$ cat src/rtl/xpt_pkg.sv
package xpt_pkg;

  typedef enum logic [2:0] {
    ST_IDLE   = 3'd0,
    ST_ASETUP = 3'd1,
    ST_STROBE = 3'd2,
    ST_HOLD   = 3'd3,
    ST_CLEAR  = 3'd4
  } xpt_state_e;

  // nanoseconds to clock cycles, rounded up, never below one cycle
  function automatic int unsigned ns_to_cyc(input int unsigned ns, input int unsigned period_ps);
    int unsigned c;
    c = (ns * 1000 + period_ps - 1) / period_ps;
    if (c == 0) c = 1;
    return c;
  endfunction

  function automatic int unsigned max2(input int unsigned a, input int unsigned b);
    return (a > b) ? a : b;
  endfunction

endpackage

$ cat src/rtl/xpt_phase_timer.sv
module xpt_phase_timer #(
  parameter int CNT_W = 3
) (
  input  logic             clk,
  input  logic             rst_n,
  input  logic             load,
  input  logic [CNT_W-1:0] load_val,
  output logic             expired
);
  logic [CNT_W-1:0] cnt;

  always_ff @(posedge clk or negedge rst_n) begin
    if (!rst_n)             cnt <= '0;
    else if (load)          cnt <= load_val;
    else if (cnt != '0)     cnt <= cnt - 1'b1;
  end

  assign expired = (cnt == '0);

endmodule

$ cat src/rtl/xpt_shadow_mem.sv
module xpt_shadow_mem #(
  parameter int ROW_BITS = 3,
  parameter int COL_BITS = 3
) (
  input  logic                                clk,
  input  logic                                rst_n,
  input  logic                                wr_en,
  input  logic [ROW_BITS-1:0]                 wr_row,
  input  logic [COL_BITS-1:0]                 wr_col,
  input  logic                                wr_val,
  input  logic                                clr,
  output logic [(1<<(ROW_BITS+COL_BITS))-1:0] bits
);
  localparam int ROWS  = 1 << ROW_BITS;
  localparam int COLS  = 1 << COL_BITS;
  localparam int CELLS = ROWS * COLS;

  for (genvar gc = 0; gc < COLS; gc++) begin : g_col
    for (genvar gr = 0; gr < ROWS; gr++) begin : g_row
      localparam int IDX = gc * ROWS + gr;
      logic hit;
      assign hit = wr_en && (wr_row == ROW_BITS'(gr)) && (wr_col == COL_BITS'(gc));
      always_ff @(posedge clk or negedge rst_n) begin
        if (!rst_n)   bits[IDX] <= 1'b0;
        else if (clr) bits[IDX] <= 1'b0;
        else if (hit) bits[IDX] <= wr_val;
      end
    end
  end

  AST_CLEAR_ZERO: assert property (@(posedge clk) disable iff (!rst_n)
    clr |=> (bits == '0));

  AST_SINGLE_CELL: assert property (@(posedge clk) disable iff (!rst_n)
    (!clr) |=> ($countones(bits ^ $past(bits)) <= 1));

endmodule

$ cat src/rtl/xpt_write_seq.sv
module xpt_write_seq
  import xpt_pkg::*;
#(
  parameter int ROW_BITS       = 3,
  parameter int COL_BITS       = 3,
  parameter int CLK_PERIOD_PS  = 8000,
  parameter int ADDR_SETUP_NS  = 10,
  parameter int ADDR_HOLD_NS   = 10,
  parameter int DATA_SETUP_NS  = 10,
  parameter int DATA_HOLD_NS   = 10,
  parameter int STROBE_NS      = 20,
  parameter int RESET_NS       = 40
) (
  input  logic                                clk,
  input  logic                                rst_n,
  input  logic                                req_valid,
  output logic                                req_ready,
  input  logic                                req_clear,
  input  logic [ROW_BITS-1:0]                 req_row,
  input  logic [COL_BITS-1:0]                 req_col,
  input  logic                                req_on,
  output logic                                busy,
  output logic [ROW_BITS-1:0]                 pin_row,
  output logic [COL_BITS-1:0]                 pin_col,
  output logic                                pin_data,
  output logic                                pin_strobe,
  output logic                                pin_reset,
  output logic [(1<<(ROW_BITS+COL_BITS))-1:0] shadow
);
  localparam int unsigned A_CYC = ns_to_cyc(ADDR_SETUP_NS, CLK_PERIOD_PS);
  localparam int unsigned S_CYC = max2(ns_to_cyc(STROBE_NS, CLK_PERIOD_PS),
                                       ns_to_cyc(DATA_SETUP_NS, CLK_PERIOD_PS));
  localparam int unsigned H_CYC = max2(ns_to_cyc(ADDR_HOLD_NS, CLK_PERIOD_PS),
                                       ns_to_cyc(DATA_HOLD_NS, CLK_PERIOD_PS));
  localparam int unsigned R_CYC = ns_to_cyc(RESET_NS, CLK_PERIOD_PS);
  localparam int unsigned MAX_CYC = max2(max2(A_CYC, S_CYC), max2(H_CYC, R_CYC));
  localparam int CNT_W = $clog2(MAX_CYC + 1);
  localparam int LEN_W = CNT_W + 1;

  xpt_state_e          state, nxt;
  logic                tmr_load, tmr_expired;
  logic [CNT_W-1:0]    tmr_val;
  logic                accept, accept_write;
  logic                write_done, clear_done;
  logic [ROW_BITS-1:0] lat_row;
  logic [COL_BITS-1:0] lat_col;
  logic                lat_on;
  logic [LEN_W-1:0]    stb_len, rst_len;

  assign accept       = req_valid && (state == ST_IDLE);
  assign accept_write = accept && !req_clear;

  xpt_phase_timer #(.CNT_W(CNT_W)) u_timer (
    .clk(clk), .rst_n(rst_n), .load(tmr_load), .load_val(tmr_val), .expired(tmr_expired)
  );

  always_comb begin
    nxt        = state;
    tmr_load   = 1'b0;
    tmr_val    = '0;
    write_done = 1'b0;
    clear_done = 1'b0;
    case (state)
      ST_IDLE: if (accept) begin
        tmr_load = 1'b1;
        if (req_clear) begin nxt = ST_CLEAR;  tmr_val = CNT_W'(R_CYC - 1); end
        else           begin nxt = ST_ASETUP; tmr_val = CNT_W'(A_CYC - 1); end
      end
      ST_ASETUP: if (tmr_expired) begin
        nxt = ST_STROBE; tmr_load = 1'b1; tmr_val = CNT_W'(S_CYC - 1);
      end
      ST_STROBE: if (tmr_expired) begin
        nxt = ST_HOLD; tmr_load = 1'b1; tmr_val = CNT_W'(H_CYC - 1);
      end
      ST_HOLD: if (tmr_expired) begin
        nxt = ST_IDLE; write_done = 1'b1;
      end
      ST_CLEAR: if (tmr_expired) begin
        nxt = ST_IDLE; clear_done = 1'b1;
      end
      default: nxt = ST_IDLE;
    endcase
  end

  always_ff @(posedge clk or negedge rst_n) begin
    if (!rst_n) begin
      state   <= ST_IDLE;
      lat_row <= '0;
      lat_col <= '0;
      lat_on  <= 1'b0;
    end else begin
      state <= nxt;
      if (accept_write) begin
        lat_row <= req_row;
        lat_col <= req_col;
        lat_on  <= req_on;
      end
    end
  end

  assign busy       = (state != ST_IDLE);
  assign req_ready  = !busy;
  assign pin_row    = lat_row;
  assign pin_col    = lat_col;
  assign pin_data   = lat_on;
  assign pin_strobe = (state == ST_STROBE);
  assign pin_reset  = (state == ST_CLEAR);

  xpt_shadow_mem #(.ROW_BITS(ROW_BITS), .COL_BITS(COL_BITS)) u_shadow (
    .clk(clk), .rst_n(rst_n), .wr_en(write_done), .wr_row(lat_row), .wr_col(lat_col),
    .wr_val(lat_on), .clr(clear_done), .bits(shadow)
  );

  // pulse-length trackers for the width checks
  always_ff @(posedge clk or negedge rst_n) begin
    if (!rst_n) begin
      stb_len <= '0;
      rst_len <= '0;
    end else begin
      stb_len <= pin_strobe ? ((stb_len == '1) ? stb_len : stb_len + 1'b1) : '0;
      rst_len <= pin_reset  ? ((rst_len == '1) ? rst_len : rst_len + 1'b1) : '0;
    end
  end

  AST_STROBE_RESET_EXCL: assert property (@(posedge clk) disable iff (!rst_n)
    pin_strobe |-> !pin_reset);

  AST_NO_RESET_IN_WRITE: assert property (@(posedge clk) disable iff (!rst_n)
    (busy && $past(busy) && !$past(pin_reset)) |-> !pin_reset);

  AST_ACCEPT_BUSY: assert property (@(posedge clk) disable iff (!rst_n)
    (req_valid && req_ready && !req_clear) |=> (busy && !pin_strobe && !pin_reset));

  AST_SETUP_BUSY: assert property (@(posedge clk) disable iff (!rst_n)
    $rose(pin_strobe) |-> (busy && $past(busy)));

  AST_STROBE_WIDTH: assert property (@(posedge clk) disable iff (!rst_n)
    $fell(pin_strobe) |-> (stb_len >= LEN_W'(S_CYC)));

  AST_HOLD_BUSY: assert property (@(posedge clk) disable iff (!rst_n)
    $fell(pin_strobe) |-> busy);

  AST_RESET_WIDTH: assert property (@(posedge clk) disable iff (!rst_n)
    $fell(pin_reset) |-> (rst_len >= LEN_W'(R_CYC)));

  AST_PINS_STABLE: assert property (@(posedge clk) disable iff (!rst_n)
    (busy && $past(busy)) |-> $stable({pin_row, pin_col, pin_data}));

  AST_SHADOW_QUIET: assert property (@(posedge clk) disable iff (!rst_n)
    (!write_done && !clear_done) |=> $stable(shadow));

endmodule

$ cat config.mk
export PLATFORM = sky130hd
export DESIGN_NAME = xpt_write_seq
export DESIGN_NICKNAME = d
export VERILOG_FILES = /design/src/rtl/xpt_pkg.sv /design/src/rtl/xpt_phase_timer.sv /design/src/rtl/xpt_shadow_mem.sv /design/src/rtl/xpt_write_seq.sv
export SDC_FILE = /design/constraint.sdc
export NUM_CORES = 1
export LEC_CHECK = 0
export BUFFER_PORTS_ARGS = -buffer_cell sky130_fd_sc_hd__buf_2
export CAP_MARGIN = 10
export CORE_ASPECT_RATIO = 0.8
export CORE_UTILIZATION = 40
export DETAILED_ROUTE_END_ITERATION = 16
export GPL_TIMING_DRIVEN = 0
export PLACE_DENSITY = 0.65
export SYNTH_ARGS = -nofsm -noshare
export SYNTH_HDL_FRONTEND = slang
export SYNTH_SLANG_ARGS = --single-unit
$ cat constraint.sdc
create_clock -name clk -period 2.3 [get_ports clk]
set_input_delay 0.23 -clock clk [delete_from_list [all_inputs] [get_ports clk]]
set_output_delay 0.23 -clock clk [all_outputs]
set_load 0.01 [all_outputs]
==> results of run 1 <==
-- state kept, by name, indices dropped and copies added (netlist names) --
signal         flops
pin_row            3
u_timer.cnt        3
u_shadow.bits     64
state              3
pin_col            3
pin_data           1
-- worst max path at each step --
stage                                from                       endpoint  slack, ns  cells after the start
4_1_cts            pin_col[0]$_DFFE_PN0P_   u_shadow.bits[6]$_DFFE_PN0P_       0.28                      5
5_1_grt        u_timer.cnt[1]$_DFFE_PN0P_  u_shadow.bits[27]$_DFFE_PN0P_       0.12                      8
3_3_place_gp   u_timer.cnt[0]$_DFFE_PN0P_  u_shadow.bits[56]$_DFFE_PN0P_       0.36                      8
2_1_floorplan  u_timer.cnt[0]$_DFFE_PN0P_  u_shadow.bits[40]$_DFFE_PN0P_       0.61                      9
6_report       u_timer.cnt[0]$_DFFE_PN0P_  u_shadow.bits[12]$_DFFE_PN0P_       0.28                      8
3_5_place_dp       pin_col[0]$_DFFE_PN0P_   u_shadow.bits[6]$_DFFE_PN0P_       0.29                      5
-- cells in the mapped netlist, drive strengths merged (3+ instances only) --
cell,n,share of area [%]
o21ai,18,2.4
buf,23,3.2
o211ai,17,3.4
a211oi,3,0.59
and4bb,4,1.3
mux2,7,2.1
dfrtp,77,51
nor2,16,1.7
nand3,26,3.6
inv,4,0.40
o31ai,17,3.4
nor2b,3,0.50
mux2i,34,9.0
nand2,80,7.9
and2,5,0.83
nand3b,4,0.79
nor3,8,1.4
clkbuf,8,0.79
nor3b,4,1.2
nand2b,3,0.50
-- kinds of logic after synthesis --
| kind of cell | after synthesis | share of synthesized area [%] |
|---|---|---|
| DFF | 77 | 50.8 |
| AOI/OAI and AO/OA | 61 | 10.9 |
| xor gates and xnor gates | 1 | 0.231 |
| muxes | 41 | 11.1 |
| buffers and inverters | 35 | 4.42 |
| adders and majority gates | 2 | 0.660 |
| and+or+nand+nor | 160 | 21.9 |
-- stage by stage --
stage,setup slack [ns],hold WS [ns],util [%]
2_1_floorplan,0.609,-0.0656,-
3_3_place_gp,0.362,0.462,47.8
3_5_place_dp,0.294,0.236,48.1
4_1_cts,0.281,0.122,51.3
5_1_grt,0.117,0.132,51.3
6_report,0.280,0.124,51.3
-- final cells by class --
class / instances / area, sq um
fill: 839 / 4440
tap: 115 / 144
clock buffer: 13 / 260
buffer: 31 / 153
sequential: 77 / 1930
multi-input combinational: 265 / 1700
timing repair buffer: 88 / 463
clock inverter: 3 / 18.8
inverter: 4 / 15.0
-- routing by layer --
| layer | part of all wire (%) | GRT usage, % | vias up |
|---|---|---|---|
| li1 | - | - | 1525 |
| met1 | 49 | 28.9 | 1548 |
| met2 | 44 | 30.9 | 97 |
| met3 | 5.5 | 5.08 | 13 |
| met4 | 1.3 | 5.82 | 0 |
| met5 | 0 | 0 | - |
-- layout by cell type, fill, tap and decap left out, drive strengths merged, types with 2 or more instances in the layout --
cell       n
a211oi     3
a21boi     2
a2bb2oi    2
and2       5
and4bb     4
buf      110
clkbuf    21
clkinv     2
dfrtp     77
ha         2
inv        5
mux2       7
mux2i     34
nand2     80
nand2b     3
nand3     26
nand3b     4
nand4b     2
nor2      16
nor2b      3
nor3       8
nor3b      4
o211ai    17
o21ai     18
o31ai     17
-- power breakdown --
group | switching [mW] | leakage, nW | internal (mW)
Sequential | 0.155 | 1.05 | 1.52
Clock | 0.537 | 0.140 | 0.790
Combinational | 1.08 | 1.23 | 0.600
Total | 1.77 | 2.42 | 2.91
-- repair_timing --
| action | 4_1_cts | 5_1_grt |
|---|---|---|
| gates resized for setup | 0 | 0 |
| setup endpoints to repair | 0 | 0 |
| hold endpoints to repair | 38 | 0 |
| hold buffers | 1 | 0 |
==> summary.md, run 1 <==
| Metric | Value |
|---|---|
| Pleak | `2.42 nW` |
| Post-Syn Nets | `390` |
| Crit path arrival time | `2.23 ns` |
| YS warnings | `0` |
| Crit path cell chain | `inv_1 -> ha_1 -> nor2b_1 -> buf_4 -> nand3_2 -> nand2_1 -> buf_2 -> o21ai_0` |
| Die area | `a little under 0.01 sq mm` |
| DIE HEIGHT | `89.1 microns` |
| Longest Clk Path Bufs | `2` |
| Post-Layout Cell Count | `596` |
| Slack of the worst reg-to-reg path | `0.28 ns` |
| Post-Route Setup TNS | `0 ns` |
| Total power | `between 4 and 5 mW` |
| CP bufs+invs | `3` |
| Final ANT Viol Nets | `0` |
| Fmax | `495 MHz` |
| Clock Pin Slew Worst Setup and Hold Paths | `0.06 ns` |
| Mean Syn Cell Area | `10.1 sq um` |
| Tmin final | `2.02 ns` |
| Max VDD drop | `approximately 0.8 mV` |
| Initial antenna violation count | `0` |
| Hold endpoint | `pin_row[2]$_DFFE_PN0P_` |
| Die W | `around 110 microns` |
| Core Box Area | `0.00911 sq mm` |
| Fin. max-slew vios | `0` |
| RSZ-0062 raised after global routing | `no` |
| PortBufs | `85` |
| Final period utilization | `a little under 90%` |
| Placed insts | `578` |
| DP HPWL | `roughly 6.9 mm` |
| # Max-Cap Violations | `0` |
| Drt pass-1 iters | `4` |
| WL/cell | `16.2 microns` |
| Post-synth EDFFs | `0` |
| Slowest cell on the critical path | `dfrtp_1` |
| Netlist Area Pre-Place | `approximately 0.0038 sq mm` |
| Sequential fraction of the synthesis area | `50.8%` |
| Crit. End Element | `register` |
| Final wirelength | `between 9 and 10 mm` |
| Setup CP Type | `register to register` |
| P per Cell Area | `1000 mW/mm^2` |
| Synth Instances | `between 300 and 400` |
| Setup bufs post-CTS | `0` |
| Critical Path Fanout Max | `10` |
| Area grow syn2layout | `23.4%` |
| TritonCTS clock tree | `done` |
| Site Rows | `31` |
| Vias per cell | `between 5 and 6` |
| Largest net degree at the start of global routing | `40` |
| Share of layout cells above drive strength 1 | `29.7%` |
| Worst reg2reg path depth | `8` |
| Inserted Diodes | `0` |
| Path type of the worst min-delay path | `primary input to register` |
| CP startpoint kind | `register` |
| Finished Cell Area | `0.00468 sq mm` |
| Synthesis-stage register bit count | `77` |
| First-pass GRT wire length | `between 15 and 20 mm` |
| Cell variety after synth | `42` |
| CP Data Required Time | `2.51 ns` |
| Worst-Skew Late Latency | `0.34 ns` |
| Hold wc startpoint | `req_row[2]` |
| Initial DRC count | `127` |
| Inserted Clock Buffers | `9` |
| Post-route DRC | `0` |
| Remaining global-route overflow | `0` |
| Top-level port count | `86` |
| Root buffer cell | `clkbuf_16` |
| Placed Area | `0.00438 sq mm` |
| Starting density of the core | `41.6%` |
| Vias | `around 3200` |
| Clock Skew | `between 0.004 and 0.005 ns` |
| Sink Count | `77` |
| Normalized max-slew margin | `43.4%` |
| RR Endpoint | `u_shadow.bits[12]$_DFFE_PN0P_` |
| H-Tree Depth | `3` |
| Hold path depth | `2` |
| Critical path's top delay family | `simple AND/OR/NAND/NOR gates` |
| Fin nets | `about 490` |
| Vias in the first global route | `slightly below 3000` |
| Overall routing resource usage | `20.3%` |
| Post-synthesis async set-or-reset flop share | `100%` |
| Outcome | `completed` |
| Placer congestion estimate | `0.783` |
| Worst path max stage delay | `0.39 ns` |
| Main synth FF type | `dfrtp_1` |
| Final Hold Viols | `0` |
| R2R Path Start | `u_timer.cnt[0]$_DFFE_PN0P_` |
| Setup-failing EPs final | `0` |
| Worst-Margin Slew | `0.848 ns` |
(Power assumes the default switching activity.)
==> run 2: changes to the inputs <==
--- a/config.mk
+++ b/config.mk
@@ -5,13 +5,14 @@
 export SDC_FILE = /design/constraint.sdc
 export NUM_CORES = 1
 export LEC_CHECK = 0
+export ABC_AREA = 1
 export BUFFER_PORTS_ARGS = -buffer_cell sky130_fd_sc_hd__buf_2
 export CAP_MARGIN = 10
 export CORE_ASPECT_RATIO = 0.8
 export CORE_UTILIZATION = 40
 export DETAILED_ROUTE_END_ITERATION = 16
 export GPL_TIMING_DRIVEN = 0
-export PLACE_DENSITY = 0.65
+export PLACE_DENSITY = 0.64
 export SYNTH_ARGS = -nofsm -noshare
 export SYNTH_HDL_FRONTEND = slang
 export SYNTH_SLANG_ARGS = --single-unit
==> summary.md, run 2 <==
| Metric | Value |
|---|---|
| Post-Layout Cell Count | `786 (+32%)` |
| RR Endpoint | `u_shadow.bits[12]$_DFFE_PN0P_` |
| Post-route DRC | `0 (unchanged)` |
| Clock Skew | `0.00571 ns (+0.00140 ns)` |
| Crit path top cell by count | `inv_1` |
| P per Cell Area | `897 mW/mm^2 (-10%)` |
| Worst-Margin Slew | `0.876 ns (+0.0289 ns)` |
| Slack of the worst reg-to-reg path | `0.25 ns (-0.03 ns)` |
| Power share of the clock group | `27.0% (-1.4 points)` |
| Site Rows | `33 (+6.5%)` |
| Sink Count | `77 (unchanged)` |
| Final ANT Viol Nets | `0 (unchanged)` |
| Mean Syn Cell Area | `7.64 sq um (-24%)` |
| Crit path arrival time | `2.27 ns (+0.04 ns)` |
| Fin nets | `659 (+35%)` |
| PortBufs | `85 (unchanged)` |
| Starting density of the core | `41.1% (-0.53 points)` |
| First-pass GRT wire length | `18.0 mm (+16%)` |
| Area fraction of the dominant cell type after synthesis | `46.0% (-4.8 points)` |
| Tmin final | `2.05 ns (+0.0317 ns)` |
| Remaining global-route overflow | `0 (unchanged)` |
| Synthesis-stage register bit count | `77 (unchanged)` |
| H-Tree Depth | `3 (unchanged)` |
| Sequential fraction of the synthesis area | `46.0% (-4.8 points)` |
| Hold wc startpoint | `req_col[0]` |
| Reg with most FFs | `u_shadow.bits` |
| Placer congestion estimate | `0.852 (+8.8%)` |
| Worst reg2reg path depth | `9 (+1)` |
| Most common cell after layout, fill and taps aside | `nand2_1` |
| Normalized max-slew margin | `41.1% (-2.2 points)` |
| Setup-failing EPs final | `0 (unchanged)` |
| Fmax | `487 MHz (-1.5%)` |
| Critical Path Fanout Max | `10 (unchanged)` |
| Quantity of gates resized following cts | `0 (unchanged)` |
| Placed insts | `774 (+34%)` |
| Pint | `2.68 mW (-7.9%)` |
| R2R Path Start | `u_timer.cnt[0]$_DFFE_PN0P_` |
| RSZ-0062 raised after global routing | `no` |
| Crit path cell chain | `inv_1 -> ha_1 -> inv_1 -> nor2_4 -> nand3_2 -> buf_2 -> buf_1 -> nand3_1 -> nand2_1` |
| DP HPWL | `7.98 mm (+15%)` |
| Drt pass-1 iters | `5 (+1)` |
| Core Box Area | `0.0102 sq mm (+12%)` |
| Placed Area | `0.00482 sq mm (+9.9%)` |
| Hold Buf Count CTS | `1 (unchanged)` |
| Most frequent cells in the layout | `nand2_1, buf_2, dfrtp_1` |
| Setup bufs post-CTS | `0 (unchanged)` |
| Worst path max stage delay | `0.38 ns (about the same)` |
| CP bufs+invs | `4 (+1)` |
| Largest net degree at the start of global routing | `61 (+53%)` |
| Worst-Skew Late Latency | `0.34 ns (about the same)` |
| Share of layout cells above drive strength 1 | `21.8% (-7.9 points)` |
| Top-level port count | `86 (unchanged)` |
| Inserted Diodes | `0 (unchanged)` |
| Root buffer cell | `clkbuf_16` |
| CP Data Required Time | `2.52 ns (about the same)` |
| Area grow syn2layout | `21.1%` |
| Final period utilization | `89.2% (+1.4 points)` |
| Max VDD drop | `0.459 mV (-43%)` |
| Gate power share | `35.7% (-0.2 points)` |
| Path type of the worst min-delay path | `primary input to register` |
| Vias | `3860 (+21%)` |
| CP startpoint kind | `register` |
| Most frequent cells after synthesis | `nand2_1, dfrtp_1, nand3_1` |
| YS warnings | `0 (unchanged)` |
| Inserted Clock Buffers | `9 (unchanged)` |
| Main synth FF type | `dfrtp_1` |
| Hold path depth | `3 (+1)` |
| Cell variety after synth | `25 (-40%)` |
| Worst hold slack | `0.0969 ns (-0.0268 ns)` |
| Overall routing resource usage | `22.2% (+1.9 points)` |
| Setup CP Type | `register to register` |
| Yosys top cell by area | `dfrtp_1` |
| Final wirelength | `11.2 mm (+17%)` |
| WL/cell | `14.3 microns (-12%)` |
| Post-Syn Nets | `561 (+44%)` |
| # Max-Cap Violations | `0 (unchanged)` |
| Max FFs per register | `64 (unchanged)` |
| Post-Route Setup TNS | `0 ns (unchanged)` |
| Finished Cell Area | `0.00507 sq mm (+8.4%)` |
| Seq pwr share | `37.3% (+1.6 points)` |
| Total power | `4.55 mW (-2.8%)` |
| Switch Pwr | `1.87 mW (+5.6%)` |
| Synth Instances | `548 (+45%)` |
| Post-synth EDFFs | `0 (unchanged)` |
| Critical path's top delay family | `buffers and inverters` |
| Netlist Area Pre-Place | `0.00419 sq mm (+10%)` |
| DIE HEIGHT | `93.5 microns (+5.0%)` |
| Crit. End Element | `register` |
| Initial DRC count | `241 (+90%)` |
| Fin. max-slew vios | `0 (unchanged)` |
| Vias per cell | `4.91 (-8.0%)` |
| Area contributors post-synth | `dfrtp_1, nand2_1, nand3_1` |
| Slowest cell on the critical path | `dfrtp_1` |
| Die area | `0.0109 sq mm (+10%)` |
| Switching share of total power | `41.2% (+3.3 points)` |
| Initial antenna violation count | `0 (unchanged)` |
| TritonCTS clock tree | `done` |
| Crit path from | `u_timer.cnt[0]$_DFFE_PN0P_` |
| Die W | `116 microns (+5.0%)` |
| Final Hold Viols | `0 (unchanged)` |
| Pleak | `3.13 nW (+29%)` |
| Post-synthesis async set-or-reset flop share | `100% (unchanged)` |
| Outcome | `completed` |
| Clock Pin Slew Worst Setup and Hold Paths | `0.06 ns (about the same)` |
| Longest Clk Path Bufs | `2 (unchanged)` |
| Hold endpoint | `pin_col[0]$_DFFE_PN0P_` |
| Most common cell in the netlist | `nand2_1` |
| Vias in the first global route | `3576 (+20%)` |
[run 2: cell count changes in the layout (fill, tap and decap cells not counted), sizes merged, moves of 17 or more]
cell / change
mux2i: -34
o211ai: -17
o31ai: -17
nand2: +156
nand4: +25
nand3: +51
inv: +56
[run 2: power by group through the flow]
stage               clock network, mW  logic, mW  registers (mW)
floorplan                           0       1.05            1.73
global placement                    0       1.58            1.71
detailed placement                  0       1.63            1.72
CTS                              1.25       1.63            1.70
global route                     1.31       1.80            1.72
finish                           1.23       1.63            1.70
[run 2: final cells by class]
type,instances,area (sq um)
Inverter,61,229
Buffer,33,214
Sequential cell,77,1930
Multi-Input combinational cell,377,1820
Tap cell,140,175
Fill cell,1011,5130
Timing Repair Buffer,87,465
Clock buffer,11,243
[run 2: worst max path at each step]
stage / end / cells after the start / slack, ns
global placement: u_shadow.bits[12]$_DFFE_PN0P_ / 9 / 0.30
CTS: u_shadow.bits[12]$_DFFE_PN0P_ / 9 / 0.21
finish: u_shadow.bits[12]$_DFFE_PN0P_ / 9 / 0.25
detailed placement: u_shadow.bits[12]$_DFFE_PN0P_ / 9 / 0.23
global route: u_shadow.bits[12]$_DFFE_PN0P_ / 9 / 0.04
floorplan: u_shadow.bits[12]$_DFFE_PN0P_ / 9 / 0.66
[run 2: logic make-up after synthesis]
logic type,share of synthesized area [%]
AO/OA/AOI/OAI,1.43
XOR/XNOR,0.418
adder cells (fa/ha/maj),0.597
buffers and inverters,10.6
flip-flops,46.0
AND/OR/NAND/NOR,41.0
[run 2: routing by layer]
metal,GRT usage [%],share of wire [%]
met2,34.1,45
met1,30.2,47
met4,6.52,1.3
met5,0,0
met3,6.22,6.6
[run 2: through the flow]
step	setup WS, ns	util, %
detailed placement	0.233	47.2
floorplan	0.662	-
CTS	0.214	49.7
global route	0.0413	49.7
global placement	0.296	47.0
finish	0.248	49.7
[run 2: worst reg2reg max path: stages (launching register included)]
cell     delay (ns)
dfrtp_1        0.38
inv_1          0.09
ha_1           0.17
inv_1          0.07
nor2_4         0.20
nand3_2        0.24
buf_2          0.28
buf_1          0.27
nand3_1        0.16
nand2_1        0.07
==> run 3: changes to the inputs <==
--- a/config.mk
+++ b/config.mk
@@ -12,7 +12,7 @@
 export CORE_UTILIZATION = 40
 export DETAILED_ROUTE_END_ITERATION = 16
 export GPL_TIMING_DRIVEN = 0
-export PLACE_DENSITY = 0.64
+export PLACE_DENSITY = 0.67
 export SYNTH_ARGS = -nofsm -noshare
 export SYNTH_HDL_FRONTEND = slang
 export SYNTH_SLANG_ARGS = --single-unit
==> constraint.sdc (replaced) <==
create_clock -name clk -period 1.7 [get_ports clk]
set_input_delay 0.17 -clock clk [delete_from_list [all_inputs] [get_ports clk]]
set_output_delay 0.17 -clock clk [all_outputs]
set_load 0.01 [all_outputs]
==> summary.md, run 3 (synthesized netlist as in run 2, its figures left out) <==
| Metric | Value |
|---|---|
| H-Tree Depth | `3 (unchanged)` |
| CP Data Required Time | `1.94 ns (-0.58 ns)` |
| Inserted Diodes | `0 (unchanged)` |
| Critical path's top delay family | `simple AND/OR/NAND/NOR gates` |
| TritonCTS clock tree | `done` |
| Pleak | `3.55 nW (+13%)` |
| Crit path cell chain | `inv_2 -> ha_4 -> inv_2 -> nor2_4 -> nand3_4 -> buf_8 -> buf_6 -> nand2_2 -> nand2_1 -> nand2_1 -> inv_1` |
| Switch Pwr | `3.02 mW (+61%)` |
| Longest Clk Path Bufs | `2 (unchanged)` |
| Clock Skew | `0.00800 ns (+0.00230 ns)` |
| Area grow syn2layout | `42.1%` |
| Footprint of the multi-input gates | `0.00212 sq mm (+17%)` |
| Drt pass-1 iters | `6 (+1)` |
| Initial DRC count | `324 (+34%)` |
| Worst path max stage delay | `0.38 ns (about the same)` |
| RSZ-0062 raised after global routing | `yes` |
| Post-route DRC | `0 (unchanged)` |
| Total power | `7.61 mW (+67%)` |
| Post-Route Setup TNS | `-0.00771 ns (-0.00771 ns)` |
| Worst-Margin Slew | `0.546 ns (-0.331 ns)` |
| Root buffer cell | `clkbuf_16` |
| Fin util | `58.4% (+8.6 points)` |
| Normalized max-slew margin | `63.6% (+22 points)` |
| Final wirelength | `12.8 mm (+14%)` |
| Initial antenna violation count | `0 (unchanged)` |
| Layout fillers | `894 (-12%)` |
| Remaining global-route overflow | `0 (unchanged)` |
| Critical Path Fanout Max | `8 (-2)` |
| Finished Cell Area | `0.00595 sq mm (+17%)` |
| Die W | `116 microns (unchanged)` |
| Clock Pin Slew Worst Setup and Hold Paths | `0.06 ns (about the same)` |
| Vias in the first global route | `3874 (+8.3%)` |
| CP bufs+invs | `5 (+1)` |
| Final period utilization | `100% (+11 points)` |
| P per Cell Area | `1280 mW/mm^2 (+43%)` |
| WL/cell | `15.3 microns (+7.1%)` |
| Post-Layout Cell Count | `835 (+6.2%)` |
| Max FFs per register | `64 (unchanged)` |
| DP HPWL | `8.05 mm (+0.93%)` |
| Final ANT Viol Nets | `0 (unchanged)` |
| Setup CP Type | `register to register` |
| Crit path arrival time | `1.94 ns (-0.33 ns)` |
| Failing checks | `setup timing` |
| Pint | `4.59 mW (+72%)` |
| CP startpoint kind | `register` |
| Vias | `4268 (+11%)` |
| Sink Count | `77 (unchanged)` |
| Vias per cell | `5.11 (+4.1%)` |
| Inserted Clock Buffers | `9 (unchanged)` |
| Slack of the critical path | `-0.00771 ns (-0.256 ns)` |
| Starting density of the core | `41.1% (unchanged)` |
| Worst-Skew Late Latency | `0.34 ns (about the same)` |
| Seq pwr share | `30.9% (-6.4 points)` |
| Setup-failing EPs final | `1 (+1)` |
| Power share of the clock group | `27.5% (+0.5 points)` |
| Switching share of total power | `39.7% (-1.5 points)` |
| # Max-Cap Violations | `0 (unchanged)` |
| Crit. End Element | `register` |
| Placed insts | `774 (unchanged)` |
| Largest net degree at the start of global routing | `43 (-30%)` |
| Fmax | `586 MHz (+20%)` |
| Core Box Area | `0.0102 sq mm (unchanged)` |
| Post-Place Setup Slack | `-0.347 ns (-0.579 ns)` |
| PortBufs | `85 (unchanged)` |
| First-pass GRT wire length | `19.1 mm (+6.1%)` |
| Register area | `0.00193 sq mm (+0.19%)` |
| Max VDD drop | `0.537 mV (+17%)` |
| Most frequent cells in the layout | `nand2_1, buf_2, dfrtp_1` |
| Outcome | `finished, violations left` |
| Slowest cell on the critical path | `dfrtp_1` |
| Reg with most FFs | `u_shadow.bits` |
| Path type of the worst min-delay path | `primary input to register` |
| Share of layout cells above drive strength 1 | `37.4% (+16 points)` |
| Overall routing resource usage | `23.3% (+1.1 points)` |
| Worst hold slack | `0.0367 ns (-0.0602 ns)` |
| DIE HEIGHT | `93.5 microns (unchanged)` |
| Fin. max-slew vios | `0 (unchanged)` |
| Tmin final | `1.71 ns (-0.344 ns)` |
| Die area | `0.0109 sq mm (unchanged)` |
| Placed Area | `0.00481 sq mm (-0.16%)` |
| Final Hold Viols | `0 (unchanged)` |
| Most common cell after layout, fill and taps aside | `nand2_1` |
| Placer congestion estimate | `0.840 (-1.5%)` |
| Top-level port count | `86 (unchanged)` |
| Site Rows | `33 (unchanged)` |
| Fin nets | `703 (+6.7%)` |
| Gate power share | `41.6% (+5.9 points)` |
==> run 3: area by class of cell <==
cell class                 count  area share (%)
tap                          140            2.94
inverter                      61            3.91
sequential                    77            32.4
clock buffer                  12            4.31
clock inverter                 4            1.18
timing repair buffer         131            14.3
buffer                        33            5.21
multi-input combinational    377            35.7
==> run 3: worst paths after layout <==
check                      cells after the start                             to  slack (ns)                          start
max                                           11  u_shadow.bits[27]$_DFFE_PN0P_      -0.008     u_timer.cnt[1]$_DFFE_PN0P_
min                                            3         pin_col[0]$_DFFE_PN0P_        0.04                     req_col[0]
max reg2reg                                   11  u_shadow.bits[27]$_DFFE_PN0P_      -0.008     u_timer.cnt[1]$_DFFE_PN0P_
min reg2reg                                    2  u_shadow.bits[36]$_DFFE_PN0P_        0.50  u_shadow.bits[36]$_DFFE_PN0P_
max in group asynchronous                      3  u_shadow.bits[62]$_DFFE_PN0P_        0.78                          rst_n
min in group asynchronous                      2  u_shadow.bits[48]$_DFFE_PN0P_        0.34                          rst_n
==> run 3: metal layers <==
metal,GRT usage (%),part of all wire (%),vias up
li1,-,-,2013
met1,31.7,44,2017
met2,35.4,46,195
met3,5.90,7.9,43
met4,9.08,2.5,0
met5,0,0,-
==> run 3: what timing repair did <==
action | in CTS | in global routing
setup buffers | 20 | 19
hold buffers | 1 | 0
resized for setup | 36 | 105
pin swaps | 14 | 29
gates cloned | 1 | 4
endpoints found under the setup margin | 64 | 73
hold endpoints to repair | 35 | 0
==> run 3: power by group through the flow <==
stage	logic [mW]	registers, mW	clock network [mW]
6_report	3.16	2.35	2.10
5_1_grt	3.41	2.38	2.20
4_1_cts	2.56	2.35	2.12
3_5_place_dp	2.17	2.33	0
3_3_place_gp	2.13	2.31	0
2_1_floorplan	1.42	2.35	0
==> run 3: tightest hold or removal path, delay by kind of cell <==
family                 cells  cell delay [ns]
AND/OR/NAND/NOR            1             0.04
AO/OA/AOI/OAI              1             0.06
buffers and inverters      1             0.07
